<file path="src/rtl/hbp_pkg.sv">
package hbp_pkg;
  typedef enum logic [2:0] {
    BM_SER3 = 3'b000,
    BM_SER4 = 3'b001,
    BM_ENSTY = 3'b010,
    BM_STBSTY = 3'b011,
    BM_TWOW = 3'b100
  } bus_mode_e;

  function automatic logic mode_is_en(input logic [2:0] m);
    return m == BM_ENSTY;
  endfunction

  function automatic logic mode_is_stb(input logic [2:0] m);
    return m == BM_STBSTY;
  endfunction

  function automatic logic mode_is_par(input logic [2:0] m);
    return mode_is_en(m) || mode_is_stb(m);
  endfunction

  function automatic logic rise(input logic prev, input logic cur);
    return !prev && cur;
  endfunction

  function automatic logic fall(input logic prev, input logic cur);
    return prev && !cur;
  endfunction
endpackage

</file>
<file path="src/rtl/hbp_sync.sv">
module hbp_sync #(
  parameter int W = 12,
  parameter int STAGES = 2,
  parameter logic [W-1:0] RST_VAL = '0
) (
  input  logic         clk,
  input  logic         rst_n,
  input  logic [W-1:0] d,
  output logic [W-1:0] q
);
  logic [W-1:0] stg [STAGES];

  always_ff @(posedge clk or negedge rst_n) begin
    if (!rst_n) stg[0] <= RST_VAL;
    else        stg[0] <= d;
  end

  for (genvar i = 1; i < STAGES; i++) begin : g_stage
    always_ff @(posedge clk or negedge rst_n) begin
      if (!rst_n) stg[i] <= RST_VAL;
      else        stg[i] <= stg[i-1];
    end
  end

  assign q = stg[STAGES-1];
endmodule

</file>
<file path="src/rtl/hbp_evt.sv">
module hbp_evt
  import hbp_pkg::*;
#(
  parameter int DW = 8
) (
  input  logic [2:0]  mode_sel,
  input  logic        cs_c, dc_c, rw_c, st_c,
  input  logic        cs_p, dc_p, rw_p, st_p,
  input  logic [DW-1:0] d_p,
  output logic        wr_evt,
  output logic        rd_evt,
  output logic [DW-1:0] evt_byte,
  output logic        wr_tag,
  output logic        rd_tag
);
  logic en_mode, stb_mode;
  assign en_mode  = mode_is_en(mode_sel);
  assign stb_mode = mode_is_stb(mode_sel);

  always_comb begin
    wr_evt = 1'b0;
    rd_evt = 1'b0;
    if (en_mode) begin
      wr_evt = fall(st_p, st_c) && !rw_p && !cs_p;
      rd_evt = rise(st_p, st_c) && rw_c && !cs_c;
    end else if (stb_mode) begin
      wr_evt = rise(rw_p, rw_c) && !cs_p;
      rd_evt = fall(st_p, st_c) && !cs_c;
    end
  end

  assign evt_byte = d_p;
  assign wr_tag   = dc_p;
  assign rd_tag   = dc_c;
endmodule

</file>
<file path="src/rtl/hbp_drive.sv">
module hbp_drive
  import hbp_pkg::*;
#(
  parameter int DW = 8
) (
  input  logic          rst_n,
  input  logic [2:0]    mode_sel,
  input  logic          cs_n,
  input  logic          rw_wr_n,
  input  logic          e_rd_n,
  input  logic [DW-1:0] rd_data,
  output logic          bus_oe,
  output logic [DW-1:0] bus_out
);
  logic rd_phase;
  always_comb begin
    rd_phase = 1'b0;
    if (mode_is_en(mode_sel))       rd_phase = e_rd_n && rw_wr_n;
    else if (mode_is_stb(mode_sel)) rd_phase = !e_rd_n;
  end

  assign bus_oe  = rst_n && !cs_n && rd_phase;
  assign bus_out = bus_oe ? rd_data : '0;
endmodule

</file>
<file path="src/rtl/hostbus_par_if.sv">
module hostbus_par_if
  import hbp_pkg::*;
#(
  parameter int DW = 8,
  parameter int SYNC_STAGES = 2
) (
  input  logic          clk,
  input  logic          rst_n,
  input  logic [2:0]    mode_sel,
  input  logic          cs_n,
  input  logic          dc,
  input  logic          rw_wr_n,
  input  logic          e_rd_n,
  input  logic [DW-1:0] bus_in,
  output logic [DW-1:0] bus_out,
  output logic          bus_oe,
  input  logic [DW-1:0] rd_data,
  output logic          par_active,
  output logic          wr_valid,
  output logic [DW-1:0] wr_byte,
  output logic          wr_is_data,
  output logic          rd_req,
  output logic          rd_is_data
);
  localparam int PW   = DW + 4;
  localparam int CS_B = DW + 3;
  localparam int DC_B = DW + 2;
  localparam int RW_B = DW + 1;
  localparam int ST_B = DW;
  localparam logic [PW-1:0] IDLE = {1'b1, 1'b0, 1'b1, 1'b1, {DW{1'b0}}};

  logic [PW-1:0] pins_raw, pins_s, pins_p;
  assign pins_raw = {cs_n, dc, rw_wr_n, e_rd_n, bus_in};

  hbp_sync #(.W(PW), .STAGES(SYNC_STAGES), .RST_VAL(IDLE)) u_sync (
    .clk(clk), .rst_n(rst_n), .d(pins_raw), .q(pins_s)
  );

  always_ff @(posedge clk or negedge rst_n) begin
    if (!rst_n) pins_p <= IDLE;
    else        pins_p <= pins_s;
  end

  // named internal events, visible to assertions
  logic wr_evt, rd_evt, wr_tag, rd_tag;
  logic [DW-1:0] evt_byte;

  hbp_evt #(.DW(DW)) u_evt (
    .mode_sel(mode_sel),
    .cs_c(pins_s[CS_B]), .dc_c(pins_s[DC_B]), .rw_c(pins_s[RW_B]), .st_c(pins_s[ST_B]),
    .cs_p(pins_p[CS_B]), .dc_p(pins_p[DC_B]), .rw_p(pins_p[RW_B]), .st_p(pins_p[ST_B]),
    .d_p(pins_p[DW-1:0]),
    .wr_evt(wr_evt), .rd_evt(rd_evt), .evt_byte(evt_byte),
    .wr_tag(wr_tag), .rd_tag(rd_tag)
  );

  hbp_drive #(.DW(DW)) u_drive (
    .rst_n(rst_n), .mode_sel(mode_sel), .cs_n(cs_n), .rw_wr_n(rw_wr_n),
    .e_rd_n(e_rd_n), .rd_data(rd_data), .bus_oe(bus_oe), .bus_out(bus_out)
  );

  assign par_active = mode_is_par(mode_sel);

  always_ff @(posedge clk or negedge rst_n) begin
    if (!rst_n) begin
      wr_valid   <= 1'b0;
      wr_byte    <= '0;
      wr_is_data <= 1'b0;
      rd_req     <= 1'b0;
      rd_is_data <= 1'b0;
    end else begin
      wr_valid <= wr_evt;
      rd_req   <= rd_evt;
      if (wr_evt) begin
        wr_byte    <= evt_byte;
        wr_is_data <= wr_tag;
      end
      if (rd_evt) rd_is_data <= rd_tag;
    end
  end

  // assertions
  p_deselect_no_drive_r3: assert property (@(posedge clk) disable iff (!rst_n)
    cs_n |-> !bus_oe);
  p_wr_single_cycle_r9: assert property (@(posedge clk) disable iff (!rst_n)
    wr_valid |=> !wr_valid);
  p_rd_single_cycle_r9: assert property (@(posedge clk) disable iff (!rst_n)
    rd_req |=> !rd_req);
  p_nonpar_silent_r10: assert property (@(posedge clk) disable iff (!rst_n)
    !par_active |-> (!wr_valid && !rd_req && !bus_oe));
  p_evt_exclusive_r9: assert property (@(posedge clk) disable iff (!rst_n)
    $countones({wr_evt, rd_evt}) <= 1);
  always_comb begin
    if (!rst_n) p_reset_release_r11: assert (!bus_oe);
  end
endmodule

</file>
<file path="config.mk">
export PLATFORM = sky130hd
export DESIGN_NAME = hostbus_par_if
export DESIGN_NICKNAME = d
export VERILOG_FILES = /design/src/rtl/hbp_pkg.sv /design/src/rtl/hbp_sync.sv /design/src/rtl/hbp_evt.sv /design/src/rtl/hbp_drive.sv /design/src/rtl/hostbus_par_if.sv
export SDC_FILE = /design/constraint.sdc
export NUM_CORES = 1
export LEC_CHECK = 0
export ABC_AREA = 1
export BUFFER_PORTS_ARGS = -buffer_cell sky130_fd_sc_hd__buf_4
export CORE_ASPECT_RATIO = 1.5
export CORE_UTILIZATION = 50
export CTS_CLUSTER_DIAMETER = 80
export DETAILED_ROUTE_END_ITERATION = 8
export PLACE_DENSITY = 0.74
export SYNTH_ARGS = -nofsm -noshare
export SYNTH_HDL_FRONTEND = slang
export SYNTH_HIERARCHICAL = 1
export SYNTH_SLANG_ARGS = --single-unit
</file>
<file path="constraint.sdc">
create_clock -name clk -period 3.8 [get_ports clk]
set_input_delay 0.76 -clock clk [delete_from_list [all_inputs] [get_ports clk]]
set_output_delay 0.76 -clock clk [all_outputs]
set_load 0.005 [all_outputs]
</file>
==> results.sh <==
export IMPL_syn_inst=149
export IMPL_die_area_mm2=0.00378
export IMPL_cp_required_ns=3.04
export IMPL_yosysWarnings=6
export IMPL_max_cap_violations=0
export IMPL_synth_distinct_cells=14
export IMPL_tns_ns=0
export IMPL_r2r_start="u_sync/q[9]"
export IMPL_ys_seq_elements=48
export IMPL_syn_area_mm2=0.00177
export IMPL_start_util=0.522
export IMPL_place_congestion=0.803
export IMPL_crit_path_start_kind="input port"
export IMPL_clk_latency_ns=0.29
export IMPL_synth_area_leaders="dfrtp_1 (55%), dfstp_2 (13%), buf_4 (9.3%)"
export IMPL_drive_gt1_frac=0.420
export IMPL_ioPinCount=47
export IMPL_dr_pass1_iters=4
export IMPL_synth_top_cell_by_area="dfrtp_1"
export IMPL_die_w_um=50.5
export IMPL_areaGrowthSynthToFinish_pct=19.1
export IMPL_r2r_end="wr_byte[4]"
export IMPL_max_vdd_ir_drop_mv=0.343
export IMPL_ff2ff_setup_slack_ns=2.32
export IMPL_cp_arrival_ns=1.43
export IMPL_met3_wirelength_um=157
export IMPL_row_count=26
export IMPL_syn_nets=174
export IMPL_clockRootBuffer="clkbuf_8"
export IMPL_startpoint="cs_n"
export IMPL_antenna_found_initial=0
export IMPL_grtUsageTotal=0.146
export IMPL_synth_avg_cell_area_um2=11.9
export IMPL_crit_end="bus_out[0]"
export IMPL_antenna_cells=0
export IMPL_period_share=0.576
export IMPL_finalHoldViolCount=0
export IMPL_place_hpwl_mm=1.89
export IMPL_ctsResizeCount=0
export IMPL_wire_per_inst_um=11.1
export IMPL_postCtsSetupRepairBufs=0
export IMPL_final_common_cell="buf_4"
export IMPL_die_h_um=74.8
export IMPL_crit_path_end_kind="output port"
export IMPL_highest_layer="met4"
export IMPL_wl_met2_mm=1.44
export IMPL_reg2reg_depth=6
export IMPL_maxSlewViolCount=0
export IMPL_postPlaceCellArea_mm2=0.00200
export IMPL_clock_sinks=48
export IMPL_synth_top_cell_area_share=0.552
export IMPL_rsz0062_at_grt="false"
export IMPL_h_tree_depth=2
export IMPL_power_w=0.00103
export IMPL_layout_common_cells="buf_4 (47), nand2_1 (42), dfrtp_1 (39), inv_1 (15)"
export IMPL_max_freq_mhz=457
export IMPL_worstPathMaxFanout=9
export IMPL_worstMarginPinSlew_ns=0.549
export IMPL_clk_pin_slew_ns=0.08
export IMPL_grt_ovfl_total=0
export IMPL_final_nets=205
export IMPL_yosysSeqAreaShare=0.686
export IMPL_vias_per_cell=4.49
export IMPL_io_buffers=46
export IMPL_fin_skew_ns=0.00441
export IMPL_setup_viol=0
export IMPL_grt_pass1_wl_mm=3.89
export IMPL_cts_hold_buf=0
export IMPL_whs_ns=0.352
export IMPL_grt_pass1_vias=944
export IMPL_drcViolationCount=0
export IMPL_wl_met1_um=832
export IMPL_hp_class="register to register"
export IMPL_design_core_area_mm2=0.00338
export IMPL_p_leak_nw=1.09
export IMPL_ant_nets=0
export IMPL_powerDensity_mw_per_mm2=491
export IMPL_cts_tree="yes"
export IMPL_final_area_mm2=0.00210
export IMPL_period_minus_slack_ns=2.19
export IMPL_cts_buffers_inserted=5
export IMPL_outcome="finished, final reports clean"
export IMPL_cts_buffer_depth=2
export IMPL_max_slew_margin=0.634
export IMPL_critPathKind="input port to output port"
export IMPL_routed_wirelength_mm=2.48
export IMPL_drt_initial_drc_count=24
export IMPL_grt_max_degree=49
export IMPL_routed_via_count=1001
==> metrics by stage <==
step	setup WS [ns]	cells	utilization
after floorplan	1.91	149	-
after global placement	1.65	215	0.590
after detailed placement	1.61	215	0.590
after CTS	1.61	223	0.622
after global routing	1.54	223	0.622
final	1.61	223	0.622
==> flip-flops by register name, indices dropped and copies added, names as in the netlist <==
signal      count
pins_p         12
rd_is_data      1
rd_req          1
u_sync/q       12
u_sync/stg     12
wr_byte         8
wr_is_data      1
wr_valid        1
==> synth_stat cells, drive strengths merged <==
cell	n
nor3	10
nand2	44
nor3b	1
dfrtp	39
inv	16
nor2	6
nand3	1
dfstp	9
buf	23
==> cells by family after synthesis <==
group | count (synthesis) | synth area share
and+or+nand+nor | 62 | 0.180
DFF | 48 | 0.686
buffers and inverters | 39 | 0.134
==> worst min-delay path by stage <==
| stage | startpoint | end | slack (ns) | cells past startpoint |
|---|---|---|---|---|
| 6_report | u_sync/q[1] | pins_p[1] | 0.35 | 0 |
| 5_1_grt | u_sync/stg[13] | u_sync/q[1] | 0.36 | 0 |
| 4_1_cts | u_sync/q[1] | pins_p[1] | 0.35 | 0 |
| 3_5_place_dp | u_sync/stg[13] | u_sync/q[1] | 0.33 | 0 |
| 3_3_place_gp | u_sync/q[0] | pins_p[0] | 0.33 | 0 |
| 2_1_floorplan | u_sync/stg[12] | u_sync/q[0] | 0.33 | 0 |
==> area by class of cell <==
| class | count | area (um2) |
|---|---|---|
| fill | 287 | 1280 |
| sequential | 48 | 1210 |
| timing repair buffer | 47 | 353 |
| multi-input combinational | 62 | 318 |
| clock buffer | 6 | 72.6 |
| inverter | 16 | 60.1 |
| tap | 42 | 52.6 |
| clock inverter | 2 | 35.0 |
==> per-layer routing <==
metal	track usage	vias to the layer above
met5	0	-
met4	0.0710	0
met3	0.0424	7
met2	0.287	41
met1	0.132	470
li1	-	483
==> critical path, cell delays in order <==
cell	delay, ns
buf_4	0.12
nor2_4	0.11
nand2_4	0.11
nor3_2	0.19
buf_4	0.14
==> where the power goes <==
group / switching [W] / leakage (nW) / internal (W)
Combinational: 0.0000499 / 0.467 / 0.0000614
Sequential: 0.0000191 / 0.565 / 0.000559
Clock: 0.000149 / 0.0552 / 0.000195
Total: 0.000218 / 1.09 / 0.000815
No activity file was read; power rests on OpenSTA's default activity.
